`src/rtl/stage_reset_pkg.sv`:
```
package stage_reset_pkg;

  typedef enum logic [1:0] {
    ST_IDLE = 2'd0,
    ST_HOLD = 2'd1,
    ST_RUN  = 2'd2
  } seq_state_e;

endpackage

```
`src/rtl/rst_req_sync.sv`:
```
module rst_req_sync #(
  parameter int unsigned W = 4
) (
  input  logic         clk,
  input  logic         rst,
  input  logic [W-1:0] async_i,
  output logic [W-1:0] sync_o
);

  logic [W-1:0] meta_q;

  always_ff @(posedge clk) begin
    if (rst) begin
      meta_q <= '0;
      sync_o <= '0;
    end else begin
      meta_q <= async_i;
      sync_o <= meta_q;
    end
  end

endmodule

```
`src/rtl/rst_mode_guard.sv`:
```
module rst_mode_guard #(
  parameter int unsigned SETUP_CYCLES = 100
) (
  input  logic clk,
  input  logic rst,
  input  logic mode_s,
  output logic single_ok
);

  localparam int unsigned AW = $clog2(SETUP_CYCLES + 1);
  localparam logic [AW-1:0] AGE_MAX = AW'(SETUP_CYCLES);

  logic [AW-1:0] age_q;
  logic          prev_q;

  always_ff @(posedge clk) begin
    if (rst) begin
      age_q  <= '0;
      prev_q <= 1'b0;
    end else begin
      prev_q <= mode_s;
      if (mode_s != prev_q)
        age_q <= '0;
      else if (age_q != AGE_MAX)
        age_q <= age_q + 1'b1;
    end
  end

  assign single_ok = mode_s && (prev_q == mode_s) && (age_q == AGE_MAX);

endmodule

```
`src/rtl/rst_stage_fsm.sv`:
```
module rst_stage_fsm
  import stage_reset_pkg::*;
#(
  parameter int unsigned NUM_STAGES = 3,
  parameter int unsigned CNT_W      = 8,
  parameter logic [NUM_STAGES*CNT_W-1:0] SEQ_HOLD    = '1,
  parameter logic [NUM_STAGES*CNT_W-1:0] SINGLE_HOLD = '1
) (
  input  logic                  clk,
  input  logic                  rst,
  input  logic                  any_req,
  input  logic                  init_req,
  input  logic [NUM_STAGES-1:0] stage_req,
  input  logic                  ovrd,
  input  logic                  single_ok,
  output logic [NUM_STAGES-1:0] stage_rst_o,
  output logic                  done_o
);

  localparam int unsigned SW = (NUM_STAGES > 1) ? $clog2(NUM_STAGES) : 1;
  localparam logic [SW-1:0] LAST = SW'(NUM_STAGES - 1);

  seq_state_e             state_q, st_n;
  logic [SW-1:0]          stage_q, stg_n, pick;
  logic [CNT_W-1:0]       cnt_q, cnt_n, lim;
  logic                   single_q, sgl_n, done_n;
  logic [NUM_STAGES-1:0]  vec_n;

  // Earliest requested stage wins; initialization always starts at stage 0.
  always_comb begin
    pick = '0;
    for (int i = NUM_STAGES - 1; i >= 0; i--)
      if (stage_req[i]) pick = SW'(i);
    if (init_req) pick = '0;
  end

  assign lim = single_q ? SINGLE_HOLD[stage_q*CNT_W +: CNT_W]
                        : SEQ_HOLD[stage_q*CNT_W +: CNT_W];

  always_comb begin
    st_n   = state_q;
    stg_n  = stage_q;
    cnt_n  = cnt_q;
    sgl_n  = single_q;
    done_n = done_o;
    if (ovrd) begin
      st_n  = ST_IDLE;
      cnt_n = '0;
    end else if (any_req) begin
      st_n   = ST_HOLD;
      stg_n  = pick;
      cnt_n  = '0;
      done_n = 1'b0;
      if (init_req)
        sgl_n = 1'b0;
      else if (state_q != ST_HOLD)
        sgl_n = single_ok;
    end else begin
      case (state_q)
        ST_HOLD: begin
          st_n  = ST_RUN;
          cnt_n = '0;
        end
        ST_RUN: begin
          if (cnt_q == lim - CNT_W'(1)) begin
            if (single_q || stage_q == LAST) begin
              st_n   = ST_IDLE;
              done_n = 1'b1;
            end else begin
              stg_n = stage_q + 1'b1;
              cnt_n = '0;
            end
          end else begin
            cnt_n = cnt_q + 1'b1;
          end
        end
        default: ;
      endcase
    end
    vec_n = '0;
    if (st_n != ST_IDLE) vec_n[stg_n] = 1'b1;
  end

  always_ff @(posedge clk) begin
    if (rst) begin
      state_q     <= ST_IDLE;
      stage_q     <= '0;
      cnt_q       <= '0;
      single_q    <= 1'b0;
      done_o      <= 1'b0;
      stage_rst_o <= '0;
    end else begin
      state_q     <= st_n;
      stage_q     <= stg_n;
      cnt_q       <= cnt_n;
      single_q    <= sgl_n;
      done_o      <= done_n;
      stage_rst_o <= vec_n;
    end
  end

endmodule

```
`src/rtl/stage_reset_seq.sv`:
```
module stage_reset_seq #(
  parameter int unsigned NUM_STAGES   = 3,
  parameter int unsigned CNT_W        = 8,
  parameter logic [NUM_STAGES*CNT_W-1:0] SEQ_HOLD    = {8'd32, 8'd16, 8'd8},
  parameter logic [NUM_STAGES*CNT_W-1:0] SINGLE_HOLD = {8'd64, 8'd48, 8'd32},
  parameter int unsigned SETUP_CYCLES = 100,
  parameter bit          SEQ_ONLY     = 1'b0
) (
  input  logic                  clk,
  input  logic                  rst,
  input  logic                  init_req_i,
  input  logic [NUM_STAGES-1:0] stage_req_i,
  input  logic                  mode_sel_i,
  input  logic                  ovrd_i,
  output logic [NUM_STAGES-1:0] stage_rst_o,
  output logic                  done_o
);

  localparam int unsigned SYNC_W = NUM_STAGES + 3;

  logic [SYNC_W-1:0]     sync_v;
  logic [NUM_STAGES-1:0] stage_s;
  logic                  init_s, mode_s, ovrd_s, any_req_s, single_ok;

  rst_req_sync #(.W(SYNC_W)) u_sync (
    .clk     (clk),
    .rst     (rst),
    .async_i ({ovrd_i, mode_sel_i, init_req_i, stage_req_i}),
    .sync_o  (sync_v)
  );

  assign stage_s   = sync_v[NUM_STAGES-1:0];
  assign init_s    = sync_v[NUM_STAGES];
  assign mode_s    = sync_v[NUM_STAGES+1];
  assign ovrd_s    = sync_v[NUM_STAGES+2];
  assign any_req_s = !ovrd_s && (init_s || (|stage_s));

  generate
    if (SEQ_ONLY) begin : g_seq_only
      logic unused_mode;
      assign unused_mode = mode_s;
      assign single_ok   = 1'b0;
    end else begin : g_two_mode
      rst_mode_guard #(.SETUP_CYCLES(SETUP_CYCLES)) u_guard (
        .clk       (clk),
        .rst       (rst),
        .mode_s    (mode_s),
        .single_ok (single_ok)
      );
    end
  endgenerate

  rst_stage_fsm #(
    .NUM_STAGES  (NUM_STAGES),
    .CNT_W       (CNT_W),
    .SEQ_HOLD    (SEQ_HOLD),
    .SINGLE_HOLD (SINGLE_HOLD)
  ) u_fsm (
    .clk         (clk),
    .rst         (rst),
    .any_req     (any_req_s),
    .init_req    (init_s),
    .stage_req   (stage_s),
    .ovrd        (ovrd_s),
    .single_ok   (single_ok),
    .stage_rst_o (stage_rst_o),
    .done_o      (done_o)
  );

endmodule

```
`config.mk`:
```
export PLATFORM = sky130hd
export DESIGN_NAME = stage_reset_seq
export DESIGN_NICKNAME = d
export VERILOG_FILES = /design/src/rtl/stage_reset_pkg.sv /design/src/rtl/rst_req_sync.sv /design/src/rtl/rst_mode_guard.sv /design/src/rtl/rst_stage_fsm.sv /design/src/rtl/stage_reset_seq.sv
export SDC_FILE = /design/constraint.sdc
export NUM_CORES = 1
export LEC_CHECK = 0
export BUFFER_PORTS_ARGS = -buffer_cell sky130_fd_sc_hd__buf_2
export CAP_MARGIN = 20
export CORE_MARGIN = 3
export CORE_UTILIZATION = 50
export DETAILED_ROUTE_END_ITERATION = 12
export GPL_TIMING_DRIVEN = 1
export PLACE_DENSITY = 0.68
export SLEW_MARGIN = 0
export SYNTH_ARGS = -nofsm -noshare
export SYNTH_HDL_FRONTEND = slang
export SYNTH_SLANG_ARGS = --single-unit
```
`constraint.sdc`:
```
create_clock -name clk -period 3.25 [get_ports clk]
set_input_delay 0.65 -clock clk [delete_from_list [all_inputs] [get_ports clk]]
set_output_delay 0.65 -clock clk [all_outputs]
set_load 0.05 [all_outputs]
```
======== Word-level counts from Yosys, hierarchy flattened ========
Cells that the tools add are included.
word-level totals
  register bits ........................... 37
  input bits .............................. 8
  output and inout bits ................... 4
  word-level logic and storage cells ...... 76
cells by class
  add/sub/neg operators ................... 4
  magnitude comparators ................... 2
  equality and inequality tests ........... 10
  shift operators ......................... 2
  multiplexer cells ....................... 26
  bitwise logic cells ..................... 2
  reduce and logical (&&, ||, !) cells .... 20
operators with widths
  kind                     number
  $shiftx 24x6->8 const A  2
  $mux 2                   13
  $mux 8                   3
  $pmux 8 s2               1
  $reduce_bool 2->1        6
  $add 8x1->8 const B      1
  $eq 8x8->1               1
  $sub 8x1->8 const B      1
  $add 7x1->7 const B      1
  $eq 7x7->1 const B       1
  $mux 1                   7
  $ne 7x7->1 const B       1
  $reduce_or 3->1          2
  $eq 2x2->1 const B       2
  $logic_and 1x1->1        4
  $pmux 2 s2               1
  $reduce_and 4->1         1
  $reduce_or 2->1          2
  $lt 2x3->1 const B       1
  $ne 3x3->1 const B       1
  $reduce_and 3->1         1
  $add 2x1->2 const B      1
  $demux 1 s2              1
  $eq 2x1->1 const B       1
  other kinds (8)          10

======== Logic depth before layout (Yosys ltp) ========
Gate-level depths: netlist of the first run.
  depth after elaboration ................. 12
  gate-level depth with buffers ........... 10
  mapped depth without buffers ............ 10

======== Cells and area by module ========
From an unflattened synthesis of the first run, not the netlist that was laid out.
second synthesis, totals
  cell total of the unflattened synthesis .. 215
  area, all modules ....................... 2050.7 µm²
by module, submodules not included
  module           instances  cells each  area an instance (µm²)  seq. area each (µm²)
  rst_stage_fsm    1          146         1271.2                  340.3
  rst_mode_guard   1          42          402.9                   160.2
  rst_req_sync     1          25          366.6                   240.2
  stage_reset_seq  1          2           10.0                    0.0

======== Worst setup path after synthesis of the first run ========
No wires, ideal clock.
  kind .................................... register to register
  start ................................... reg u_fsm.stage_q[0]
  end ..................................... reg u_fsm.stage_rst_o[0]
  setup time .............................. 0.128 ns
  arrival time ............................ 2.101 ns
  required time ........................... 3.122 ns
  slack ................................... 1.021 ns
  cell stages (with the launch flop) ...... 9
  buffers on the path ..................... 0
  period minus slack after synthesis ...... 2.229 ns
  path through ............................ dfxtp_1 > or3_4 > ha_1 > xnor2_1 > nor4_1 > o211a_1 > a31oi_1 > o31ai_1 > nor3_1
between the ends
  cells in the longest elaborated chain, start to end .. 12
  elaborated cells on any way between the ends .. 26
  classes of those cells .................. add/sub: 2; order compare: 2; eq/ne: 2; shift: 2; mux: 13; bitwise: 1; reduce/logical: 4
RTL lines
  element                                                                RTL line                                  RTL
  start: declaration                                                     rst_stage_fsm.sv:24                       logic [SW-1:0] stage_q, stg_n, pick;
  start signal: assignment                                               rst_stage_fsm.sv:94                       stage_q <= stg_n;
  $shiftx 24x6->8 (on tied branches)                                     rst_stage_fsm.sv:38, rst_stage_fsm.sv:37
  $mux 8                                                                 rst_stage_fsm.sv:37                       assign lim = single_q ? SINGLE_HOLD[stage_q*CNT_W +: CNT_W]
  $sub 8x1->8                                                            rst_stage_fsm.sv:65                       if (cnt_q == lim - CNT_W'(1)) begin
  $eq 8x8->1                                                             rst_stage_fsm.sv:65
  $mux 2                                                                 rst_stage_fsm.sv:65
  $mux 2                                                                 rst_stage_fsm.sv:59                       case (state_q)
  $mux 2                                                                 rst_stage_fsm.sv:49                       end else if (any_req) begin
  $mux 2                                                                 rst_stage_fsm.sv:46                       if (ovrd) begin
  $lt 2x3->1 (implied by the code) / $ge 2x1->1 (equally long branches)  rst_stage_fsm.sv:81                       if (st_n != ST_IDLE) vec_n[stg_n] = 1'b1;
  $logic_and 1x1->1 (implied by the code)                                rst_stage_fsm.sv:81
  $mux 1 (implied by the code)                                           rst_stage_fsm.sv:81
  $demux 1 s2                                                            --
  end signal: assignment                                                 rst_stage_fsm.sv:98                       stage_rst_o <= vec_n;
  end: declaration                                                       rst_stage_fsm.sv:16                       output logic [NUM_STAGES-1:0] stage_rst_o,
Parallel ways exist; a longest one is shown, timed or not.
A chain may end at the register's enable or synchronous reset.

======== Worst setup path after layout of the first run ========
  start ................................... reg u_fsm.stage_q[0]
  end ..................................... reg u_fsm.stage_rst_o[1]
The elaborated chain is that of the path after synthesis.

==> results.py, run 1 <==
metrics = {
    "placement": {
        "io_buffers": 11,
        "dp_cells": 245,
        "hpwl_um": 2320,
        "routabilityCongestion": 0.893,
    },
    "floorplan": {
        "die_x_um": 65.7,
        "die-area_um2": 4320,
        "initial_core_util": 0.526,
        "fp-row-count": 21,
        "die_h_um": 65.7,
        "design.core.area_um2": 3390,
        "pin_count": 12,
    },
    "pwr": {
        "power_frac_clock": 0.366,
        "total_power_uw": 910,
        "p_sw_frac": 0.243,
        "switchingPower_uw": 221,
        "ir_drop_v": 0.000340,
        "seqPwrFrac": 0.529,
        "powerDensity_nw_per_um2": 462,
        "p_leak_uw": 0.000780,
        "pwr-share-comb": 0.105,
        "p_int_uw": 689,
    },
    "worst_setup_path": {
        "cpPeakStageDelay_ns": 0.41,
        "startpoint": "u_fsm.stage_q[0]",
        "crit_path_end_kind": "flip-flop",
        "rr_endpoint": "u_fsm.stage_rst_o[1]",
        "path_class": "flip-flop to flip-flop",
        "worst-r2r-cell-count": 8,
        "cpLargestDelayFamily": "simple AND/OR/NAND/NOR gates",
        "path_cells": "or3_4 > ha_1 > xnor2_1 > nor4_1 > o211a_1 > a31oi_1 > o31ai_1 > nor3_1",
        "crit_slowest_cell": "dfxtp_1",
        "cp_max_fo": 8,
        "r2r_slack_ns": 0.74,
        "crit_path_start_kind": "flip-flop",
        "cp.arrival_ns": 2.74,
        "required_ns": 3.48,
        "path_buf_inv": 0,
        "r2r_start": "u_fsm.stage_q[0]",
    },
    "timing": {
        "hold_viol": 0,
        "rsz0062_at_grt": "false",
        "final.min_clock_period_ns": 2.51,
        "drv_slew": 0,
        "tightest_slew_ns": 0.465,
        "skew_ns": 0.0131,
        "finalSetupTns_ns": 0,
        "setup_viol": 0,
        "period_share": 0.772,
        "slew_headroom": 0.690,
        "fmax_ghz": 0.399,
    },
    "clock_tree": {
        "root_buffer": "clkbuf_4",
        "clk_pin_slew_worst_paths_ns": 0.12,
        "cts-htree-levels": 2,
        "clk_latency_ns": 0.34,
        "cts_tree": "yes",
        "clock-sinks": 37,
        "ctsHoldBuffers": 0,
        "postCtsSetupRepairBufs": 0,
        "cts_repair_resize_count": 0,
        "clock_path_buffers": 2,
        "numCtsBuffers": 5,
    },
    "synth": {
        "synth-seq-area-share": 0.416,
        "syn_nets": 212,
        "synth_cell_type_count": 41,
        "syn_inst": 192,
        "ys.flop_type": "dfxtp_1",
        "syn_avg_cell_area_um2": 9.28,
        "synth.most_common_cell": "dfxtp_1",
        "ys_warn_count": 0,
        "syn-cell-area_um2": 1780,
        "synth_common_cells": "dfxtp_1 (37), nor2_1 (24), nor2b_1 (14)",
        "synth_seq_cells": 37,
        "yosysTopAreaCell": "dfxtp_1",
        "synth-async-reset-ratio": 0,
        "synthTopCellsByArea": "dfxtp_1 (42%), ha_1 (8.4%), xnor2_1 (5.9%)",
        "synth_top_area_share": 0.416,
        "synth_edf_count": 0,
    },
    "global_route": {
        "overflow": 0,
        "track_usage": 0.160,
        "grt_max_degree": 21,
        "grt_pass1_wl_um": 5300,
        "antenna_found_initial": 0,
        "grt_pass1_vias": 1253,
    },
    "finish": {
        "area_growth_pct": 10.5,
        "n_antenna_cell": 0,
        "post_route_cells_drive_above_1_share": 0.145,
        "utilization": 0.581,
        "fin_cells": 253,
        "nets": 226,
    },
    "detailed_routing": {
        "drt_wl_total_um": 3100,
        "ant_nets": 0,
        "drt-vias-per-instance": 5.28,
        "vias": 1337,
        "dr.pass1.iters": 4,
        "drc": 0,
        "wl_per_cell_um": 12.2,
        "drt_iter0_markers": 121,
    },
    "worst_hold_path": {
        "min_from": "u_sync.meta_q[2]",
        "holdPathStages": 1,
        "hp-class": "flip-flop to flip-flop",
        "holdPathEnd": "u_sync.sync_o[2]",
    },
    "status": {
        "outcome": "finished clean",
    },
    "run": {
        "maxCapViolations": 0,
    },
}
## state kept, by name, summed over array words and instances (netlist names)
signal,cells
u_sync.meta_q,6
u_fsm.single_q,1
g_two_mode.u_guard.age_q,7
u_fsm.stage_q,2
g_two_mode.u_guard.prev_q,1
u_fsm.done_o,1
u_fsm.state_q,2
u_sync.sync_o,6
u_fsm.stage_rst_o,3
u_fsm.cnt_q,8
## cells by family (layout without fill, tap and decap cells)
| kind of cell | Yosys count | after routing | share of synthesized area |
|---|---|---|---|
| AOI/OAI and AO/OA | 22 | 22 | 0.0815 |
| muxes | 2 | 2 | 0.0112 |
| buffers and inverters | 16 | 31 | 0.0358 |
| and+or+nand+nor | 86 | 86 | 0.288 |
| xor gates and xnor gates | 17 | 17 | 0.0836 |
| DFF | 37 | 37 | 0.416 |
| adders and majority gates | 12 | 12 | 0.0843 |
## power groups by stage
stage               Clock, uW  Combinational, uW  Sequential [uW]
detailed placement          0               95.5              492
floorplan                   0               69.4              497
global placement            0               92.1              491
CTS                       342               96.0              482
finish                    333               95.6              481
global route              363                106              485
## final cells by class
cell class	instances	area [um^2]
clock inverter	2	37.5
timing repair buffer	12	62.6
inverter	11	41.3
sequential	37	741
tap	46	57.6
clock buffer	6	51.3
fill	298	1420
multi-input combinational	139	977
## worst reg2reg max path, cell delays in order, from the launching register on
cell and delay, ns:
dfxtp_1 0.41, or3_4 0.41, ha_1 0.31, xnor2_1 0.14, nor4_1 0.27, o211a_1 0.27
a31oi_1 0.15, o31ai_1 0.35, nor3_1 0.09
## per-layer routing
| layer | up-vias | wire length (um) | GRT usage |
|---|---|---|---|
| li1 | 686 | - | - |
| met2 | 19 | 1490 | 0.260 |
| met4 | 0 | 73 | 0.0751 |
| met5 | - | 0 | 0 |
| met1 | 622 | 1440 | 0.189 |
| met3 | 10 | 99 | 0.0530 |
## layout by cell type, fill, tap and decap left out, types with 2 or more instances in the layout
cell      netlist  layout
dfxtp_1        37      37
nor2_1         24      24
nor2b_1        14      14
xnor2_1        12      12
ha_1           12      12
inv_1          11      11
buf_2           0      11
nand2_1         8       8
nor3_1          8       8
nand3_1         6       6
a21oi_1         5       5
xor2_1          5       5
nor4_1          5       5
o21ai_0         5       5
clkbuf_4        0       5
and3_1          4       4
or2_2           2       2
or4_1           2       2
a31oi_1         2       2
o31ai_1         2       2
mux2i_1         2       2
nor4_4          2       2
## metrics by stage
stage          cell area (um^2)  setup WS (ns)  hold slack, ns
5_1_grt                    1970          0.535           0.465
3_3_place_gp               1880          0.879           0.420
2_1_floorplan              1780           1.02           0.414
3_5_place_dp               1880          0.761           0.422
6_report                   1970          0.741           0.436
4_1_cts                    1970          0.742           0.449
## worst max path at each step
stage                                 endpoint  slack, ns  cells after the start
after global routing      u_fsm.stage_rst_o[1]       0.54                      8
final                     u_fsm.stage_rst_o[1]       0.74                      8
after detailed placement  u_fsm.stage_rst_o[1]       0.76                      8
after CTS                       u_fsm.cnt_q[5]       0.74                      8
after global placement          u_fsm.cnt_q[7]       0.88                      8
after floorplan           u_fsm.stage_rst_o[0]       1.02                      8
Note: power is estimated with default switching activity, not from simulation.
==> run 2, diff against run 1 <==
==> constraint.sdc (replaced) <==
create_clock -name clk -period 2.31 [get_ports clk]
set_input_delay 0.462 -clock clk [delete_from_list [all_inputs] [get_ports clk]]
set_output_delay 0.462 -clock clk [all_outputs]
set_load 0.05 [all_outputs]
==> results.py, run 2 (synthesis gave the netlist of run 1 again) <==
metrics = {
    "status": {
        "outcome": "finished, violations left",
        "failed_checks": "negative setup slack",
    },
    "finish": {
        "largestRegisters": "u_fsm.cnt_q x8, g_two_mode.u_guard.age_q x7",
        "nets": 234,
        "fin_area_um2": 2130,
        "regMostFlops": "u_fsm.cnt_q",
        "final_cell_mix": "dfxtp_1 (34), nor2_1 (24), nor2b_1 (14)",
        "final_common_cell": "dfxtp_1",
        "largest_reg_flops": 8,
        "area_growth_pct": 19.8,
        "nFillCells": 294,
        "n_antenna_cell": 0,
        "post_route_cells_drive_above_1_share": 0.256,
    },
    "worst_setup_path": {
        "crit_path_end_kind": "flip-flop",
        "required_ns": 2.59,
        "cpLargestDelayFamily": "simple AND/OR/NAND/NOR gates",
        "cp.arrival_ns": 2.61,
        "path_class": "flip-flop to flip-flop",
        "cpPeakStageDelay_ns": 0.41,
        "crit_slowest_cell": "or3_4",
        "crit_path_start_kind": "flip-flop",
        "path_buf_inv": 0,
        "path_cells": "or3_4 > ha_4 > xnor2_2 > nor4_2 > o211a_2 > a31oi_4 > o31a_1 > nor3_2",
        "cp_max_fo": 6,
    },
    "placement": {
        "routabilityCongestion": 0.838,
        "io_buffers": 11,
        "hpwl_um": 2400,
        "placed_cell_area_um2": 1920,
    },
    "global_route": {
        "track_usage": 0.168,
        "grt_pass1_wl_um": 5560,
        "grt_max_degree": 18,
        "overflow": 0,
        "antenna_found_initial": 0,
        "grt_pass1_vias": 1282,
    },
    "floorplan": {
        "die_x_um": 65.7,
        "die-area_um2": 4320,
        "fp-row-count": 21,
        "initial_core_util": 0.526,
        "design.core.area_um2": 3390,
        "pin_count": 12,
        "die_h_um": 65.7,
    },
    "pwr": {
        "p_leak_uw": 0.000832,
        "powerDensity_nw_per_um2": 606,
        "ir_drop_v": 0.000475,
    },
    "timing": {
        "period_share": 1.01,
        "setup_viol": 2,
        "slew_headroom": 0.653,
        "setup_ws_ns": -0.0218,
        "whs_ns": 0.316,
        "hold_viol": 0,
        "skew_ns": 0.00570,
        "drv_slew": 0,
        "final.min_clock_period_ns": 2.33,
        "tightest_slew_ns": 0.516,
        "rsz0062_at_grt": "true",
        "fmax_ghz": 0.429,
    },
    "clock_tree": {
        "cts-htree-levels": 2,
        "root_buffer": "clkbuf_4",
        "numCtsBuffers": 5,
        "clock-sinks": 37,
        "clk_pin_slew_worst_paths_ns": 0.11,
        "ctsHoldBuffers": 0,
        "clock_path_buffers": 2,
        "cts_tree": "yes",
        "clk_latency_ns": 0.34,
    },
    "detailed_routing": {
        "drt-met1-wl_um": 1580,
        "wl_met2_um": 1840,
        "top_layer_used": "met4",
        "wl_per_cell_um": 13.9,
        "wl_met3_um": 110,
        "drc": 0,
        "drt_wl_total_um": 3630,
        "vias": 1387,
        "dr.pass1.iters": 4,
        "drt_iter0_markers": 63,
        "drt-vias-per-instance": 5.31,
        "ant_nets": 0,
    },
    "run": {
        "maxCapViolations": 0,
    },
    "worst_hold_path": {
        "hp-class": "primary input to flip-flop",
    },
}
[run 2: cell count changes in the layout (fill, tap and decap cells not counted), moves of 2 or more]
| cell | delta |
|---|---|
| dfxtp_2 | +3 |
| a31oi_4 | +2 |
| buf_4 | +7 |
| a31oi_1 | -2 |
| nor3_1 | -2 |
| ha_1 | -2 |
| nor3_2 | +2 |
| dfxtp_1 | -3 |
[run 2: worst paths after layout]
path / from / end / slack [ns] / depth (start not counted)
min reg2reg: u_sync.meta_q[4] / u_sync.sync_o[4] / 0.45 / 1
max reg2reg: u_fsm.stage_q[0] / u_fsm.stage_rst_o[2] / -0.02 / 8
max: u_fsm.stage_q[0] / u_fsm.stage_rst_o[2] / -0.02 / 8
min: stage_req_i[0] / u_sync.meta_q[0] / 0.32 / 2
[run 2: power breakdown]
part           switching, uW  leakage, uW  total (uW)  internal [uW]
Combinational           99.4     0.000488         166           67.0
Sequential              16.5     0.000303         677            661
Clock                    220    0.0000414         449            229
[run 2: final cells by class]
type / count / area, um^2 / share of cell area
clock buffer: 5 / 37.5 / 0.0176
clock inverter: 3 / 46.3 / 0.0217
multi-input combinational: 139 / 1070 / 0.502
inverter: 11 / 41.3 / 0.0193
sequential: 37 / 744 / 0.349
tap: 46 / 57.6 / 0.0270
timing repair buffer: 20 / 135 / 0.0633
[run 2: what timing repair did]
action	4_1_cts	5_1_grt
setup buffers	0	2
setup endpoints to repair	4	13
pin swaps	3	11
resized for setup	1	19
[run 2: metal layers]
metal  global-route usage  vias up
met5                    0        -
met4               0.0803        0
met3               0.0513       10
met2                0.269       23
met1                0.203      649
li1                     -      705
[run 2: metrics by stage]
step	setup WS (ns)	setup TNS [ns]	power, uW	util	std cells
floorplan	0.0813	0	797	-	192
global placement	0.0301	0	830	0.568	251
detailed placement	-0.0820	-0.150	837	0.568	251
CTS	0.00713	0	1290	0.594	259
global route	-0.141	-1.01	1350	0.630	261
finish	-0.0218	-0.0382	1290	0.630	261
